**src/rtl/cas_pkg.sv**
```systemverilog
package cas_pkg;

    localparam int unsigned CAS_BYTE_W = 8;

    typedef enum logic [1:0] {
        CYC_MARK  = 2'd0,
        CYC_SPACE = 2'd1,
        CYC_NOISE = 2'd2
    } cyc_class_e;

    typedef struct packed {
        logic       vld;
        cyc_class_e cls;
    } cyc_evt_t;

    typedef struct packed {
        logic vld;
        logic val;
        logic flush;
    } bit_evt_t;

    typedef struct packed {
        logic                  vld;
        logic [CAS_BYTE_W-1:0] data;
        logic                  ferr;
        logic                  lost;
    } byte_evt_t;

    typedef enum logic [1:0] {
        FR_HUNT = 2'd0,
        FR_DATA = 2'd1,
        FR_STOP = 2'd2
    } frame_st_e;

    function automatic cyc_class_e classify(input int unsigned per,
                                            input int unsigned lo,
                                            input int unsigned split,
                                            input int unsigned hi);
        if (per < lo || per > hi)
            return CYC_NOISE;
        else if (per > split)
            return CYC_SPACE;
        else
            return CYC_MARK;
    endfunction

endpackage

```
**src/rtl/cas_cycle_meas.sv**
```systemverilog
module cas_cycle_meas
    import cas_pkg::*;
#(
    parameter bit          LEAD_RISE = 1'b1,
    parameter int unsigned MIN_T     = 3,
    parameter int unsigned SPLIT_T   = 9,
    parameter int unsigned MAX_T     = 20
) (
    input  logic     clk,
    input  logic     rst,
    input  logic     tick,
    input  logic     line,
    output cyc_evt_t evt
);

    localparam int unsigned CW = $clog2(MAX_T + 2);
    localparam logic [CW-1:0] CAP = CW'(MAX_T + 1);

    logic          line_q;
    logic          edge_hit;
    logic          armed;
    logic [CW-1:0] cnt;

    generate
        if (LEAD_RISE) begin : g_rise
            assign edge_hit = line & ~line_q;
        end else begin : g_fall
            assign edge_hit = ~line & line_q;
        end
    endgenerate

    always_ff @(posedge clk) begin
        if (rst) begin
            line_q  <= ~LEAD_RISE;
            armed   <= 1'b0;
            cnt     <= '0;
            evt.vld <= 1'b0;
            evt.cls <= CYC_MARK;
        end else begin
            line_q  <= line;
            evt.vld <= 1'b0;
            if (edge_hit) begin
                cnt   <= CW'(tick);
                armed <= 1'b1;
                if (armed) begin
                    evt.vld <= 1'b1;
                    evt.cls <= classify(32'(cnt), MIN_T, SPLIT_T, MAX_T);
                end
            end else if (tick && cnt != CAP) begin
                cnt <= cnt + 1'b1;
            end else if (armed && cnt == CAP) begin
                evt.vld <= 1'b1;
                evt.cls <= CYC_NOISE;
                armed   <= 1'b0;
            end
        end
    end

endmodule

```
**src/rtl/cas_bit_pair.sv**
```systemverilog
module cas_bit_pair
    import cas_pkg::*;
(
    input  logic     clk,
    input  logic     rst,
    input  cyc_evt_t cyc,
    output bit_evt_t bit_o
);

    logic       held;
    cyc_class_e held_cls;

    always_ff @(posedge clk) begin
        if (rst) begin
            held     <= 1'b0;
            held_cls <= CYC_MARK;
            bit_o    <= '0;
        end else begin
            bit_o.vld   <= 1'b0;
            bit_o.flush <= 1'b0;
            if (cyc.vld) begin
                if (cyc.cls == CYC_NOISE) begin
                    held        <= 1'b0;
                    bit_o.flush <= 1'b1;
                end else if (held && held_cls == cyc.cls) begin
                    held      <= 1'b0;
                    bit_o.vld <= 1'b1;
                    bit_o.val <= (cyc.cls == CYC_MARK);
                end else begin
                    held     <= 1'b1;
                    held_cls <= cyc.cls;
                end
            end
        end
    end

endmodule

```
**src/rtl/cas_framer.sv**
```systemverilog
module cas_framer
    import cas_pkg::*;
#(
    parameter int unsigned STOP_N = 2
) (
    input  logic      clk,
    input  logic      rst,
    input  bit_evt_t  bit_i,
    output byte_evt_t out
);

    localparam int unsigned IW = $clog2(CAS_BYTE_W);
    localparam int unsigned SW = $clog2(STOP_N + 1);
    localparam logic [IW-1:0] LAST_IDX  = IW'(CAS_BYTE_W - 1);
    localparam logic [SW-1:0] LAST_STOP = SW'(STOP_N - 1);

    frame_st_e             st;
    logic [IW-1:0]         idx;
    logic [SW-1:0]         scnt;
    logic [CAS_BYTE_W-1:0] shreg;

    always_ff @(posedge clk) begin
        if (rst) begin
            st    <= FR_HUNT;
            idx   <= '0;
            scnt  <= '0;
            shreg <= '0;
            out   <= '0;
        end else begin
            out.vld  <= 1'b0;
            out.ferr <= 1'b0;
            out.lost <= 1'b0;
            if (bit_i.flush) begin
                st       <= FR_HUNT;
                out.lost <= 1'b1;
            end else if (bit_i.vld) begin
                unique case (st)
                    FR_HUNT: begin
                        if (!bit_i.val) begin
                            st  <= FR_DATA;
                            idx <= '0;
                        end
                    end
                    FR_DATA: begin
                        shreg <= {bit_i.val, shreg[CAS_BYTE_W-1:1]};
                        if (idx == LAST_IDX) begin
                            st   <= FR_STOP;
                            scnt <= '0;
                        end else begin
                            idx <= idx + 1'b1;
                        end
                    end
                    FR_STOP: begin
                        if (!bit_i.val) begin
                            out.ferr <= 1'b1;
                            st       <= FR_HUNT;
                        end else if (scnt == LAST_STOP) begin
                            out.vld  <= 1'b1;
                            out.data <= shreg;
                            st       <= FR_HUNT;
                        end else begin
                            scnt <= scnt + 1'b1;
                        end
                    end
                    default: st <= FR_HUNT;
                endcase
            end
        end
    end

endmodule

```
**src/rtl/cas_sync_gate.sv**
```systemverilog
module cas_sync_gate
    import cas_pkg::*;
#(
    parameter int unsigned          RUN = 6,
    parameter logic [CAS_BYTE_W-1:0] PAT = 8'hFF
) (
    input  logic                  clk,
    input  logic                  rst,
    input  byte_evt_t             in,
    output logic [CAS_BYTE_W-1:0] data_o,
    output logic                  vld_o,
    output logic                  synced_o,
    output logic                  ferr_o
);

    localparam int unsigned RW = $clog2(RUN + 1);
    localparam logic [RW-1:0] RUN_LAST = RW'(RUN - 1);

    logic [RW-1:0] run;
    logic          passing;

    always_ff @(posedge clk) begin
        if (rst) begin
            run      <= '0;
            passing  <= 1'b0;
            synced_o <= 1'b0;
            vld_o    <= 1'b0;
            ferr_o   <= 1'b0;
            data_o   <= '0;
        end else begin
            vld_o  <= 1'b0;
            ferr_o <= in.ferr;
            if (in.lost) begin
                run      <= '0;
                passing  <= 1'b0;
                synced_o <= 1'b0;
            end else if (in.ferr) begin
                if (!synced_o)
                    run <= '0;
            end else if (in.vld) begin
                if (!synced_o) begin
                    if (in.data == PAT) begin
                        if (run == RUN_LAST) begin
                            synced_o <= 1'b1;
                            run      <= '0;
                        end else begin
                            run <= run + 1'b1;
                        end
                    end else begin
                        run <= '0;
                    end
                end else if (passing || in.data != PAT) begin
                    passing <= 1'b1;
                    vld_o   <= 1'b1;
                    data_o  <= in.data;
                end
            end
        end
    end

endmodule

```
**src/rtl/cas_fsk_demod.sv**
```systemverilog
module cas_fsk_demod
    import cas_pkg::*;
#(
    parameter bit                    LEAD_RISE   = 1'b1,
    parameter int unsigned           MIN_TICKS   = 3,
    parameter int unsigned           SPLIT_TICKS = 9,
    parameter int unsigned           MAX_TICKS   = 20,
    parameter int unsigned           STOP_BITS   = 2,
    parameter int unsigned           SYNC_RUN    = 6,
    parameter logic [CAS_BYTE_W-1:0] SYNC_BYTE   = 8'hFF
) (
    input  logic                  clk,
    input  logic                  rst,
    input  logic                  tick,
    input  logic                  cas_in,
    output logic [CAS_BYTE_W-1:0] byte_data,
    output logic                  byte_vld,
    output logic                  synced,
    output logic                  frame_err
);

    cyc_evt_t              cyc_w;
    bit_evt_t              bit_w;
    byte_evt_t             fr_w;
    logic                  fr_vld;
    logic [CAS_BYTE_W-1:0] fr_data;
    logic                  lost_w;

    assign fr_vld  = fr_w.vld;
    assign fr_data = fr_w.data;
    assign lost_w  = fr_w.lost;

    cas_cycle_meas #(
        .LEAD_RISE(LEAD_RISE),
        .MIN_T    (MIN_TICKS),
        .SPLIT_T  (SPLIT_TICKS),
        .MAX_T    (MAX_TICKS)
    ) meas_i (
        .clk (clk),
        .rst (rst),
        .tick(tick),
        .line(cas_in),
        .evt (cyc_w)
    );

    cas_bit_pair pair_i (
        .clk  (clk),
        .rst  (rst),
        .cyc  (cyc_w),
        .bit_o(bit_w)
    );

    cas_framer #(
        .STOP_N(STOP_BITS)
    ) framer_i (
        .clk  (clk),
        .rst  (rst),
        .bit_i(bit_w),
        .out  (fr_w)
    );

    cas_sync_gate #(
        .RUN(SYNC_RUN),
        .PAT(SYNC_BYTE)
    ) gate_i (
        .clk     (clk),
        .rst     (rst),
        .in      (fr_w),
        .data_o  (byte_data),
        .vld_o   (byte_vld),
        .synced_o(synced),
        .ferr_o  (frame_err)
    );

endmodule

```
**config.mk**
```make
export PLATFORM = sky130hd
export DESIGN_NAME = cas_fsk_demod
export DESIGN_NICKNAME = d
export VERILOG_FILES = /design/src/rtl/cas_pkg.sv /design/src/rtl/cas_cycle_meas.sv /design/src/rtl/cas_bit_pair.sv /design/src/rtl/cas_framer.sv /design/src/rtl/cas_sync_gate.sv /design/src/rtl/cas_fsk_demod.sv
export SDC_FILE = /design/constraint.sdc
export NUM_CORES = 1
export LEC_CHECK = 0
export ABC_AREA = 0
export CAP_MARGIN = 0
export CORE_MARGIN = 2
export CORE_UTILIZATION = 50
export DETAILED_ROUTE_END_ITERATION = 6
export DONT_BUFFER_PORTS = 1
export PLACE_DENSITY = 0.67
export SKIP_LAST_GASP = 1
export SLEW_MARGIN = 20
export SYNTH_ARGS = -nofsm -noshare
export SYNTH_HDL_FRONTEND = slang
export SYNTH_SLANG_ARGS = --single-unit
```
**constraint.sdc**
```tcl
create_clock -name clk -period 1.31 [get_ports clk]
set_input_delay 0.262 -clock clk [delete_from_list [all_inputs] [get_ports clk]]
set_output_delay 0.262 -clock clk [all_outputs]
set_load 0.01 [all_outputs]
```
==> results_dict.tcl, run 1 <==
set metrics [dict create \
    status "finished with violations" \
    violations "setup timing" \
    synth_cell_types 44 \
    hold_start "rst" \
    layout_commonest_cell "nor2_1" \
    place_worst_setup_slack_ns -0.4172 \
    synth_top_area_cell "dfxtp_1" \
    grt_usage 0.1947 \
    drive_gt1_frac 0.3301 \
    setup_viol 10 \
    r2r_slack_ns -0.08 \
    synth_top_area_share 0.4725 \
    globalplace.congestion 0.7226 \
    fill_cells 349 \
    cts_buffer_depth 2 \
    core_area_um2 4692 \
    p_sw_mw 0.7739 \
    synth_fp_nets 266 \
    syn-instance-count 256 \
    cts.sink_count 57 \
    finalNonFillerCells 363 \
    whs_ns 0.001394 \
    cap_violations 0 \
    most-common-layout-cells "46 x nor2_1, 41 x dfxtp_1, 39 x buf_4" \
    syn_to_final_growth_pct 37.31 \
    cp.depth 6 \
    cp_cell_sequence "nand4_1 -> buf_4 -> o31ai_4 -> buf_12 -> mux2i_1 -> nor2_1" \
    crit_buf_inv 2 \
    seq_area_frac_synth 0.4725 \
    grt_max_degree 56 \
    tightestPinTransition_ns 0.4632 \
    ios 15 \
    finalCritPeriodShare 1.063 \
    cp.arrival_ns 1.62 \
    drtIter0Drc 78 \
    timing.rr.start "framer_i.out[4]" \
    path_delay_family "buffers and inverters" \
    die_y_um 73.50 \
    postRouteAntennaNets 0 \
    io_buffers 0 \
    internal_power_mw 3.274 \
    hold_class "in -> reg" \
    postSynthAreaPerCell_um2 9.433 \
    rr_worst_depth 6 \
    timing.fmax_mhz 718.2 \
    pwr-share-comb 0.035 \
    ys_ff_latch 57 \
    worstSetupPathType "reg -> reg" \
    routed_wl_um 5151 \
    r2r-end "gate_i.data_o[4]" \
    worst_slack_ns -0.08238 \
    ys_warn_count 0 \
    holdPathEnd "framer_i.out[9]" \
    cts_made_buffers 9 \
    hold_violations 0 \
    antenna_found_initial 0 \
    p_leak_nw 1.326 \
    maxSlewViolCount 0 \
    critPathLaunch "framer_i.out[4]" \
    dp.cells 338 \
    clock_skew_ns 0.008601 \
    post_drt_wl_per_cell_um 14.19 \
    period_needed_ns 1.392 \
    tns_ns -0.4233 \
    vdd_drop_max_mv 0.8150 \
    power_per_cell_area_nw_per_um2 1221 \
    grt-ovfl-total 0 \
    clkTransAtPathRegs_ns 0.07 \
    dp_hpwl_um 3101 \
    cpMaxStageDelayCell "dfxtp_2" \
    seq_power_share 0.436 \
    cts_root_buf "clkbuf_8" \
    syn_area_um2 2415 \
    swShare 0.1912 \
    route.detailed.drc 0 \
    synth_area_leaders "dfxtp_1 47%, mux2i_1 12%, nor2_1 7.2%" \
    dieArea_um2 5402 \
    min_path_cells 1 \
    clk_latency_ns 0.33 \
    rsz0062_at_grt "true" \
    dr.pass1.iters 4 \
    nets 314 \
    std_cell_rows 25 \
    crit_path_end_kind "register" \
    die_w_um 73.50 \
    grt_pass1_vias 1785 \
    slowest_delay_ns 0.33 \
    critical_path_required_ns 1.54 \
    htree_levels 3 \
    initial_core_util 0.5147 \
    relSlewSlack 0.6832 \
    power.share.clock 0.530 \
    grt_pass1_wl_um 8052 \
    cts_tree "yes" \
    antenna_cells 0 \
    start_kind "register" \
    viasPerCell 5.386 \
    path_max_fanout 9 \
    vias 1955 \
]
-- layout make-up --
| type | count | area, µm² | share of cell area |
|---|---|---|---|
| clock buffer | 11 | 131.4 | 0.03962 |
| timing repair buffer | 48 | 425.4 | 0.1283 |
| clock inverter | 5 | 127.6 | 0.03849 |
| sequential | 57 | 1161 | 0.3502 |
| multi-input combinational | 182 | 1378 | 0.4155 |
| tap | 54 | 67.56 | 0.02038 |
| inverter | 6 | 25.02 | 0.007547 |
-- worst max-delay path by stage --
stage,end,slack [ns]
after floorplan,framer_i.out[9],-0.06
after global placement,gate_i.data_o[1],-0.37
after detailed placement,gate_i.data_o[6],-0.42
after CTS,gate_i.data_o[5],-0.04
after global routing,meas_i.cnt[0],-0.16
final,gate_i.data_o[4],-0.08
-- layer usage --
layer,share of wire,track usage,vias up,wire length [µm]
met5,0,0,-,0
met4,0.014,0.1030,0,74
met3,0.033,0.05075,7,168
met2,0.50,0.2946,26,2577
met1,0.45,0.2536,924,2331
li1,-,-,998,-
-- metrics by stage --
step,cell area [µm²],util,power [mW]
2_1_floorplan,2436,-,1.889
3_3_place_gp,2766,0.5896,1.890
3_5_place_dp,2766,0.5896,1.892
4_1_cts,3187,0.6792,4.041
5_1_grt,3316,0.7067,4.169
6_report,3316,0.7067,4.048
-- repair_timing --
action,CTS,global route
hold endpoints to repair,48,34
endpoints found under the setup margin,28,35
pin swaps,11,17
hold buffers,3,1
gates resized for setup,21,28
buffers inserted,3,3
-- worst register-to-register path: stages, from the launching register on --
cell	delay, ns
dfxtp_2	0.33
nand4_1	0.14
buf_4	0.17
o31ai_4	0.20
buf_12	0.17
mux2i_1	0.20
nor2_1	0.06
-- cell usage after synthesis (all sizes together) --
cell type  instances
mux2i             29
or2                1
a2bb2oi            1
and2               2
nor3               8
nor4b              1
nand2             10
nand2b             7
dfxtp             57
nor4bb             1
a22oi              1
nand4bb            2
a2111oi            2
xor2               5
nand3              4
a32oi              2
nand4              4
nor3b              2
o21a               1
ha                 6
a211oi             4
a21oi             13
o21ai              5
nand4b             1
and3               1
nor2              47
nor2b              8
a21o               1
and4b              1
nor4               4
o21bai             2
and3b              1
o31ai              2
clkbuf             7
inv                6
nand3b             2
buf                4
a31oi              1
-- state kept, by name (all words and copies together) (netlist names), 2 cells and up --
name / cells
pair_i.bit_o: 3
meas_i.evt: 3
framer_i.shreg: 8
meas_i.cnt: 5
framer_i.st: 2
gate_i.data_o: 8
framer_i.scnt: 2
gate_i.run: 3
framer_i.idx: 3
framer_i.out: 11
pair_i.held_cls: 2
-- cells by family after synthesis --
logic type      after synthesis  share of synthesized area
xor+xnor                      5                    0.01813
simple gates                107                     0.2352
buf+inv                      17                    0.03057
compound gates               35                    0.09223
flops                        57                     0.4725
fa+ha+maj                     6                    0.03109
mux                          29                     0.1202
-- power groups by stage --
stage               clock, mW  sequential (mW)  combinational, mW
floorplan                   0             1.80             0.0916
global placement            0             1.80             0.0922
detailed placement          0             1.80             0.0939
CTS                      2.18             1.76              0.100
global route             2.25             1.76              0.154
finish                   2.14             1.76              0.140
Note: power is estimated with default switching activity, not from simulation.
==> run 2, diff against run 1 <==
--- a/config.mk
+++ b/config.mk
@@ -11,6 +11,7 @@
 export CORE_UTILIZATION = 50
 export DETAILED_ROUTE_END_ITERATION = 6
 export DONT_BUFFER_PORTS = 1
+export HOLD_SLACK_MARGIN = 0.06
 export PLACE_DENSITY = 0.67
 export SKIP_LAST_GASP = 1
 export SLEW_MARGIN = 20
==> results_dict.tcl, run 2 (synthesis results as in run 1) <==
set metrics [dict create \
    globalplace.congestion 0.7226 \
    cp.arrival_ns 1.62 \
    p_leak_nw 1.321 \
    routed_wl_um 5021 \
    crit_path_end_kind "register" \
    crit_buf_inv 2 \
    grt-ovfl-total 0 \
    finalInstanceArea_um2 3306 \
    dr_wl_met3_um 151 \
    nets 314 \
    power_per_cell_area_nw_per_um2 1217 \
    viasPerCell 5.339 \
    vdd_drop_max_mv 0.8113 \
    largest_reg_flops 11 \
    critical_path_required_ns 1.53 \
    clkTransAtPathRegs_ns 0.06 \
    antenna_cells 0 \
    finalCritPeriodShare 1.065 \
    post_drt_wl_per_cell_um 13.83 \
    htree_levels 3 \
    syn_to_final_growth_pct 36.89 \
    rsz0062_at_grt "true" \
    cts_tree "yes" \
    relSlewSlack 0.6864 \
    grt_pass1_wl_um 8052 \
    wl_met1_um 2296 \
    path_max_fanout 9 \
    fin_util 0.7045 \
    layout_commonest_cell "nor2_1" \
    cp.depth 6 \
    tightestPinTransition_ns 0.4586 \
    rr_worst_depth 6 \
    worst_slack_ns -0.08565 \
    period_needed_ns 1.396 \
    dr.pass1.iters 4 \
    initial_core_util 0.5147 \
    met2_length_um 2498 \
    max_flop_register "framer_i.out" \
    antenna_found_initial 0 \
    fill_cells 344 \
    worstSetupPathType "reg -> reg" \
    dp_hpwl_um 3101 \
    path_delay_family "buffers and inverters" \
    largestRegisters "framer_i.out x11, framer_i.shreg x8, gate_i.data_o x8" \
    cap_violations 0 \
    grt_usage 0.1947 \
    cp_cell_sequence "nand4_1 -> buf_4 -> o31ai_4 -> buf_12 -> mux2i_1 -> nor2_1" \
    die_y_um 73.50 \
    cts_buffer_depth 2 \
    drive_gt1_frac 0.3269 \
    cts_root_buf "clkbuf_8" \
    finalNonFillerCells 363 \
    core_area_um2 4692 \
    most-common-layout-cells "46 x nor2_1, 41 x dfxtp_1, 39 x buf_4" \
    start_kind "register" \
    grt_pass1_vias 1785 \
    dpl_cell_area_um2 2766 \
    drtIter0Drc 74 \
    timing.fmax_mhz 716.5 \
    postRouteAntennaNets 0 \
    clock_skew_ns 0.009610 \
    min_path_cells 1 \
    dieArea_um2 5402 \
    ios 15 \
    route.detailed.drc 0 \
    whs_ns -0.009185 \
    status "finished with violations" \
    std_cell_rows 25 \
    violations "hold timing, setup timing" \
    cts.sink_count 57 \
    highest_layer "met4" \
    hold_class "in -> reg" \
    io_buffers 0 \
    maxSlewViolCount 0 \
    clk_latency_ns 0.33 \
    dp.cells 338 \
    setup_viol 10 \
    cts_made_buffers 9 \
    slowest_delay_ns 0.33 \
    grt_max_degree 56 \
    vias 1938 \
    die_w_um 73.50 \
    hold_violations 3 \
    cpMaxStageDelayCell "dfxtp_2" \
    power_mw 4.022 \
]
## run 2: metal layers
layer / up-vias / GRT usage
met5: - / 0
met4: 0 / 0.1030
met3: 7 / 0.05075
met2: 24 / 0.2946
met1: 910 / 0.2536
li1: 997 / -
## run 2: worst paths after layout
kind	start	endpoint	slack, ns
max	framer_i.out[4]	gate_i.data_o[4]	-0.09
min	rst	framer_i.idx[0]	-0.009
max reg2reg	framer_i.out[4]	gate_i.data_o[4]	-0.09
min reg2reg	gate_i.passing	gate_i.passing	0.51
## run 2: report_power, final
part / switching, mW / leakage (nW) / internal [mW]
registers: 0.0143 / 0.468 / 1.75
logic: 0.0566 / 0.729 / 0.0630
clock network: 0.682 / 0.124 / 1.46
total: 0.753 / 1.32 / 3.27
## run 2: cell type report
cell class	count	area [µm²]	area share
Multi-Input combinational cell	182	1378	0.4167
Sequential cell	57	1161	0.3512
Timing Repair Buffer	48	415.4	0.1257
Clock buffer	11	131.4	0.03974
Clock inverter	5	127.6	0.03861
Tap cell	54	67.56	0.02044
Inverter	6	25.02	0.007570
## run 2: what timing repair did
item,CTS,global route
pin swaps,11,17
buffers inserted,3,3
hold buffers,3,1
endpoints found under the hold margin,52,50
endpoints found under the setup margin,28,35
resized for setup,21,28
## run 2: through the flow
stage          hold slack, ns  setup slack [ns]  setup TNS (ns)
3_5_place_dp           0.3397           -0.4172          -4.110
6_report            -0.009185          -0.08565         -0.4116
5_1_grt              -0.02012           -0.1589          -1.744
4_1_cts              -0.02581          -0.03566         -0.4068
3_3_place_gp           0.3380           -0.3719          -3.520
2_1_floorplan          0.3902          -0.05556         -0.4430
